<file path="src/rtl/pacer_pkg.sv">
package pacer_pkg;

    typedef enum logic [2:0] {
        ST_ARM_A  = 3'd0,
        ST_WAIT_A = 3'd1,
        ST_PACE_A = 3'd2,
        ST_ARM_V  = 3'd3,
        ST_WAIT_V = 3'd4,
        ST_PACE_V = 3'd5
    } pacer_state_e;

endpackage

</file>
<file path="src/rtl/chamber_timer.sv">
module chamber_timer #(
    parameter int LEN = 800
) (
    input  logic clk,
    input  logic rst_n,
    input  logic load,
    output logic expired
);
    localparam int CW = $clog2(LEN + 1);
    localparam logic [CW-1:0] START = CW'(LEN - 1);

    logic [CW-1:0] remain;

    // Load to LEN-1 during the arm cycle, then count down and hold at zero.
    always_ff @(posedge clk or negedge rst_n) begin
        if (!rst_n) begin
            remain <= START;
        end else if (load) begin
            remain <= START;
        end else if (remain != '0) begin
            remain <= remain - 1'b1;
        end
    end

    assign expired = (remain == '0);
endmodule

</file>
<file path="src/rtl/pacer_fsm.sv">
module pacer_fsm
    import pacer_pkg::*;
(
    input  logic         clk,
    input  logic         rst_n,
    input  logic         atr_sense,
    input  logic         ven_sense,
    input  logic         a_zero,
    input  logic         v_zero,
    output pacer_state_e state,
    output logic         a_load,
    output logic         v_load,
    output logic         atr_pace,
    output logic         ven_pace
);
    pacer_state_e nxt;

    always_ff @(posedge clk or negedge rst_n) begin
        if (!rst_n) begin
            state <= ST_ARM_A;
        end else begin
            state <= nxt;
        end
    end

    // A sense is tested before expiry, so a beat on the expiry cycle wins.
    always_comb begin
        nxt = state;
        unique case (state)
            ST_ARM_A:  nxt = ST_WAIT_A;
            ST_WAIT_A: begin
                if (atr_sense)   nxt = ST_ARM_V;
                else if (a_zero) nxt = ST_PACE_A;
            end
            ST_PACE_A: nxt = ST_ARM_V;
            ST_ARM_V:  nxt = ST_WAIT_V;
            ST_WAIT_V: begin
                if (ven_sense)   nxt = ST_ARM_A;
                else if (v_zero) nxt = ST_PACE_V;
            end
            ST_PACE_V: nxt = ST_ARM_A;
            default:   nxt = ST_ARM_A;
        endcase
    end

    always_comb begin
        a_load   = 1'b0;
        v_load   = 1'b0;
        atr_pace = 1'b0;
        ven_pace = 1'b0;
        unique case (state)
            ST_ARM_A:  a_load   = 1'b1;
            ST_PACE_A: atr_pace = 1'b1;
            ST_ARM_V:  v_load   = 1'b1;
            ST_PACE_V: ven_pace = 1'b1;
            default: ;
        endcase
    end
endmodule

</file>
<file path="src/rtl/dual_chamber_pacer.sv">
module dual_chamber_pacer #(
    parameter int A_LEN = 800,
    parameter int V_LEN = 800
) (
    input  logic clk,
    input  logic rst_n,
    input  logic atr_sense,
    input  logic ven_sense,
    output logic atr_pace,
    output logic ven_pace
);
    import pacer_pkg::*;

    pacer_state_e state;
    logic a_load;
    logic v_load;
    logic a_zero;
    logic v_zero;

    pacer_fsm u_fsm (
        .clk      (clk),
        .rst_n    (rst_n),
        .atr_sense(atr_sense),
        .ven_sense(ven_sense),
        .a_zero   (a_zero),
        .v_zero   (v_zero),
        .state    (state),
        .a_load   (a_load),
        .v_load   (v_load),
        .atr_pace (atr_pace),
        .ven_pace (ven_pace)
    );

    chamber_timer #(.LEN(A_LEN)) u_atr_timer (
        .clk    (clk),
        .rst_n  (rst_n),
        .load   (a_load),
        .expired(a_zero)
    );

    chamber_timer #(.LEN(V_LEN)) u_ven_timer (
        .clk    (clk),
        .rst_n  (rst_n),
        .load   (v_load),
        .expired(v_zero)
    );
endmodule

</file>
<file path="config.mk">
export PLATFORM = sky130hd
export DESIGN_NAME = dual_chamber_pacer
export DESIGN_NICKNAME = d
export VERILOG_FILES = /design/src/rtl/pacer_pkg.sv /design/src/rtl/chamber_timer.sv /design/src/rtl/pacer_fsm.sv /design/src/rtl/dual_chamber_pacer.sv
export SDC_FILE = /design/constraint.sdc
export NUM_CORES = 1
export LEC_CHECK = 0
export BUFFER_PORTS_ARGS = -buffer_cell sky130_fd_sc_hd__buf_4
export CAP_MARGIN = 20
export CORE_MARGIN = 2
export CORE_UTILIZATION = 52
export CTS_BUF_LIST = sky130_fd_sc_hd__clkbuf_8
export DETAILED_ROUTE_END_ITERATION = 10
export GPL_TIMING_DRIVEN = 0
export PLACE_DENSITY = 0.81
export SYNTH_ARGS = -nofsm -noshare
export SYNTH_HDL_FRONTEND = slang
export SYNTH_SLANG_ARGS = --single-unit
</file>
<file path="constraint.sdc">
create_clock -name clk -period 2.3 [get_ports clk]
set_input_delay 0 -clock clk [delete_from_list [all_inputs] [get_ports clk]]
set_output_delay 0 -clock clk [all_outputs]
set_load 0.02 [all_outputs]
</file>
# == Word-level counts from Yosys, hierarchy flattened ==
# Index checks and enable logic that the tools add are counted.
# totals
ff_bits,23
wordCells,33
output_inout_bits,2
ram_bits,0
romBits,0
latchBits,0
inputBits,4
n_memories,0
# op_classes
bitwise_logic,0
n_eq_ne,7
n_mux,13
multipliers,0
order_cmp,0
reduce_logical,8
div_mod_pow,0
shifts,0
add_sub_neg,2
# op_table
cell,n
$mux W10,4
$logic_not A10 Y1,2
$reduce_bool A10 Y1,2
$sub A10 B1 Y10 const B,2
$pmux W3 S5,1
$mux W3,4
$eq A3 B2 Y1 const B,2
$eq A3 B3 Y1 const B,2
$mux W1,4
$reduce_bool A2 Y1,2
$eq A3 B1 Y1 const B,1
$logic_not A3 Y1,1
$ne A3 B2 Y1 const B,1
$ne A3 B3 Y1 const B,1
$reduce_and A2 Y1,1

# == Longest topological paths before layout ==
# depth
ltp_word,4
mapped_depth,7
mapped_depth_nobuf,6

# == By module ==
# Synthesis repeated with hierarchy kept, for this count alone.
# hier_totals
cells_unflattened,117
hier_area_um2,1217.4
# by_module_without_submodules
mod,seq_area_each_um2,area_per_inst_um2,n_inst,cells_each
chamber_timer,259.0,528.0,2,50
pacer_fsm,75.1,161.4,1,17

# == Least setup slack after synthesis ==
# Ideal clock, no wire load.
# synth_timing
path_kind,register to register
start,register u_ven_timer.remain[0]
end,register u_fsm.state[0]
period_less_slack_ps,1710
t_required_ps,2162
path_slack_ps,590
n_path_buf,1
setup_time_ps,138
t_arrival_ps,1572
path_stages_with_launch,8
cell_sequence,dfstp_2 > inv_1 > ha_1 > nor4b_2 > and3_1 > buf_2 > o41ai_1 > o21ai_0
# synth_between
elab_chain_cells,3
# synth_rtl
element,line_no,source
from (decl),chamber_timer.sv:12,logic [CW-1:0] remain;
from (signal assigned),chamber_timer.sv:21,remain <= remain - 1'b1;
$logic_not A10 Y1,chamber_timer.sv:25,assign expired = (remain == '0);
$ne A3 B2 Y1 (no line),-,
$reduce_and A2 Y1 (no line),-,
to (signal assigned),pacer_fsm.sv:22,state <= nxt;
to (decl),pacer_fsm.sv:10,"output pacer_state_e state,"
# No other way between the ends.
# A chain may end at the register's enable or synchronous reset.

# == Worst setup path after layout ==
# Ends and elaborated chain as after synthesis.

==> summary.txt <==
Status
  • Status: finished clean

Clock network
  • Worst-skew pair later-pin latency: 0.26 ns
  • Clk buf depth: 2
  • CTS sink count: 23
  • H-tree lvl count: 1
  • Total CTS buffers: 3
  • Clk slew on worst S/H paths: 0.08 ns
  • Cts repair resizes: 0
  • CTS tree: built
  • CTS root buf: clkbuf_8

Power
  • Total power: 1.636 mW
  • Maximum VDD drop: 683.0 uV
  • Pwr dens: 1132 mW/mm^2
  • Leakage: 0.5760 nW

STA
  • Period minus WS final: 1.931 ns
  • RSZ-0062 raised after global routing: false
  • Total Neg Setup Slack: 0 ns
  • Final hold vios: 0
  • Measured slew at the worst slew-check pin: 0.8210 ns
  • Crit share post-route: 0.8398
  • Fin Clk Skew: 0.003945 ns
  • Max Freq: 517.7 MHz
  • Slew Viols, Final: 0
  • # setup viols final: 0
  • Slew Limit Headroom: 0.4515

Worst hold path
  • Worst Hold Class: primary input to register

Finish
  • Final core occ: 0.5941
  • Fin cells: 173
  • Diodes inserted: 0
  • Layout cell share with drive strength beyond 1: 0.2587
  • Commonest non-fill, non-tap cell in the layout: dfstp_2
  • Area Growth Syn to Fin: 10.00%
  • Most frequent cells in the layout: dfstp_2 (14), nor2_1 (13), nor3_1 (9), a21oi_1 (9), dfrtp_1 (9)
  • Fin nets: 150

Worst setup path
  • Crit Path Max Fanout: 6
  • Worst Path Arrival: 2.06 ns
  • FF-to-FF setup slack: 0.37 ns
  • WS Path Type: register to register
  • Critical Path RT: 2.42 ns
  • Worst setup EP type: register
  • Critical Path Start Type: register

Synth
  • Register area share after synthesis: 0.4514
  • Post-synth EDFFs: 0
  • Fraction of registers with async set or reset after synthesis: 1.000
  • Top FF cell, synth: dfstp_2
  • Syn. warnings: 0
  • Mean Syn Cell Area: 9.878 um^2
  • Cells after Synth: 133
  • FF+latch count, synth: 23
  • Mapped Area: 0.001314 mm^2
  • Syn Nets: 139
  • Netlist cell types: 43

Placement
  • Input/output buffers: 5
  • Placed insts: 168
  • Post-DP HPWL: 1868 um
  • RePlAce Congestion: 0.7853

Global route
  • Vias in the first global route: 1,078
  • Initial antenna violation count: 0
  • Pin count of the biggest net entering global routing: 24
  • First-pass GRT wire length: 4464 um
  • Gr ovfl total: 0
  • Tot GR Track Use: 0.2079

Detailed routing
  • DRT Pass-1 Iters: 4
  • Via density per instance: 5.890
  • DRC viols: 0
  • Routed Wire Length: 2461 um
  • Vias: 1,019
  • WL/cell: 14.23 um
  • DRT antenna net count: 0
  • First DRT Iteration DRCs: 15

Die
  • Die X: 54.27 um
  • Die H: 54.27 um
  • DIE AREA: 0.002945 mm^2
  • Std-Cell Rows: 18
  • Core ar.: 0.002432 mm^2
  • Starting Density: 0.5401
  • Ports: 6

Job
  • MaxCap Viol Count: 0
==> critical path: stages (launching register included) <==
cell and delay, ns:
dfstp_2 0.55, inv_1 0.07, ha_1 0.25, nor4b_2 0.21, and3_1 0.18, buf_2 0.16
o41ai_1 0.25, o21ai_0 0.14
==> cell families (layout without fill, tap and decap cells) <==
logic type | count (synthesis) | in the layout | synth area share
and+or+nand+nor | 58 | 58 | 0.2533
AOI/OAI and AO/OA | 30 | 30 | 0.1733
DFF | 23 | 23 | 0.4514
buffers and inverters | 12 | 22 | 0.04857
xor gates and xnor gates | 7 | 7 | 0.04667
adders and majority gates | 2 | 2 | 0.01904
muxes | 1 | 1 | 0.007619
==> registers in the layout, indices dropped and copies added, names as in the netlist <==
name and cells:
u_ven_timer.remain 10, u_fsm.state 3, u_atr_timer.remain 10
==> cells in the mapped netlist (3+ instances only) <==
library cell,instances,area share
nor2_1,13,0.037
a21oi_1,9,0.034
nand2_1,8,0.023
dfrtp_1,9,0.17
inv_1,7,0.020
or2_2,3,0.014
buf_2,3,0.011
dfstp_2,14,0.28
nand2b_1,3,0.014
nor3_1,9,0.034
o31ai_1,6,0.034
xnor2_1,6,0.040
or3_1,5,0.024
==> layer usage <==
metal	track usage	part of all wire
met1	0.2348	0.42
met2	0.3735	0.55
met3	0.03005	0.018
met4	0.1125	0.011
met5	0	0
==> power by group <==
part           internal, mW  switching, mW
logic                 0.282          0.345
registers             0.617          0.148
clock network         0.121          0.124
total                  1.02          0.617
==> worst paths after layout <==
path | startpoint | end | cells after the start
setup / recovery | u_ven_timer.remain[0] | u_fsm.state[0] | 7
hold / removal | ven_sense | u_fsm.state[2] | 4
setup reg to reg | u_ven_timer.remain[0] | u_fsm.state[0] | 7
hold reg to reg | u_ven_timer.remain[1] | u_ven_timer.remain[1] | 2
max in group asynchronous | rst_n | u_ven_timer.remain[2] | 2
min in group asynchronous | rst_n | u_atr_timer.remain[5] | 2
==> what timing repair did <==
item / in CTS / in global routing
hold buffers: 1 / 0
buffers inserted: 0 / 0
hold endpoints to repair: 23 / 0
==> cell type report <==
type	instances	area (um^2)
fill	205	987.2
buffer	5	37.54
sequential	23	593.1
multi-input combinational	98	656.9
tap	30	37.54
inverter	7	26.28
clock inverter	1	5.005
clock buffer	3	41.29
timing repair buffer	6	47.55
==> stage by stage <==
step                worst slack, ns  instance area [um^2]  hold slack [ns]
floorplan                    0.5903                  1314          -0.2956
global placement             0.4765                  1389         -0.09888
detailed placement           0.4302                  1389         -0.09500
CTS                          0.3897                  1445         0.007436
global route                 0.2169                  1445          0.01690
finish                       0.3685                  1445          0.01463
Note: power is estimated with default switching activity, not from simulation.
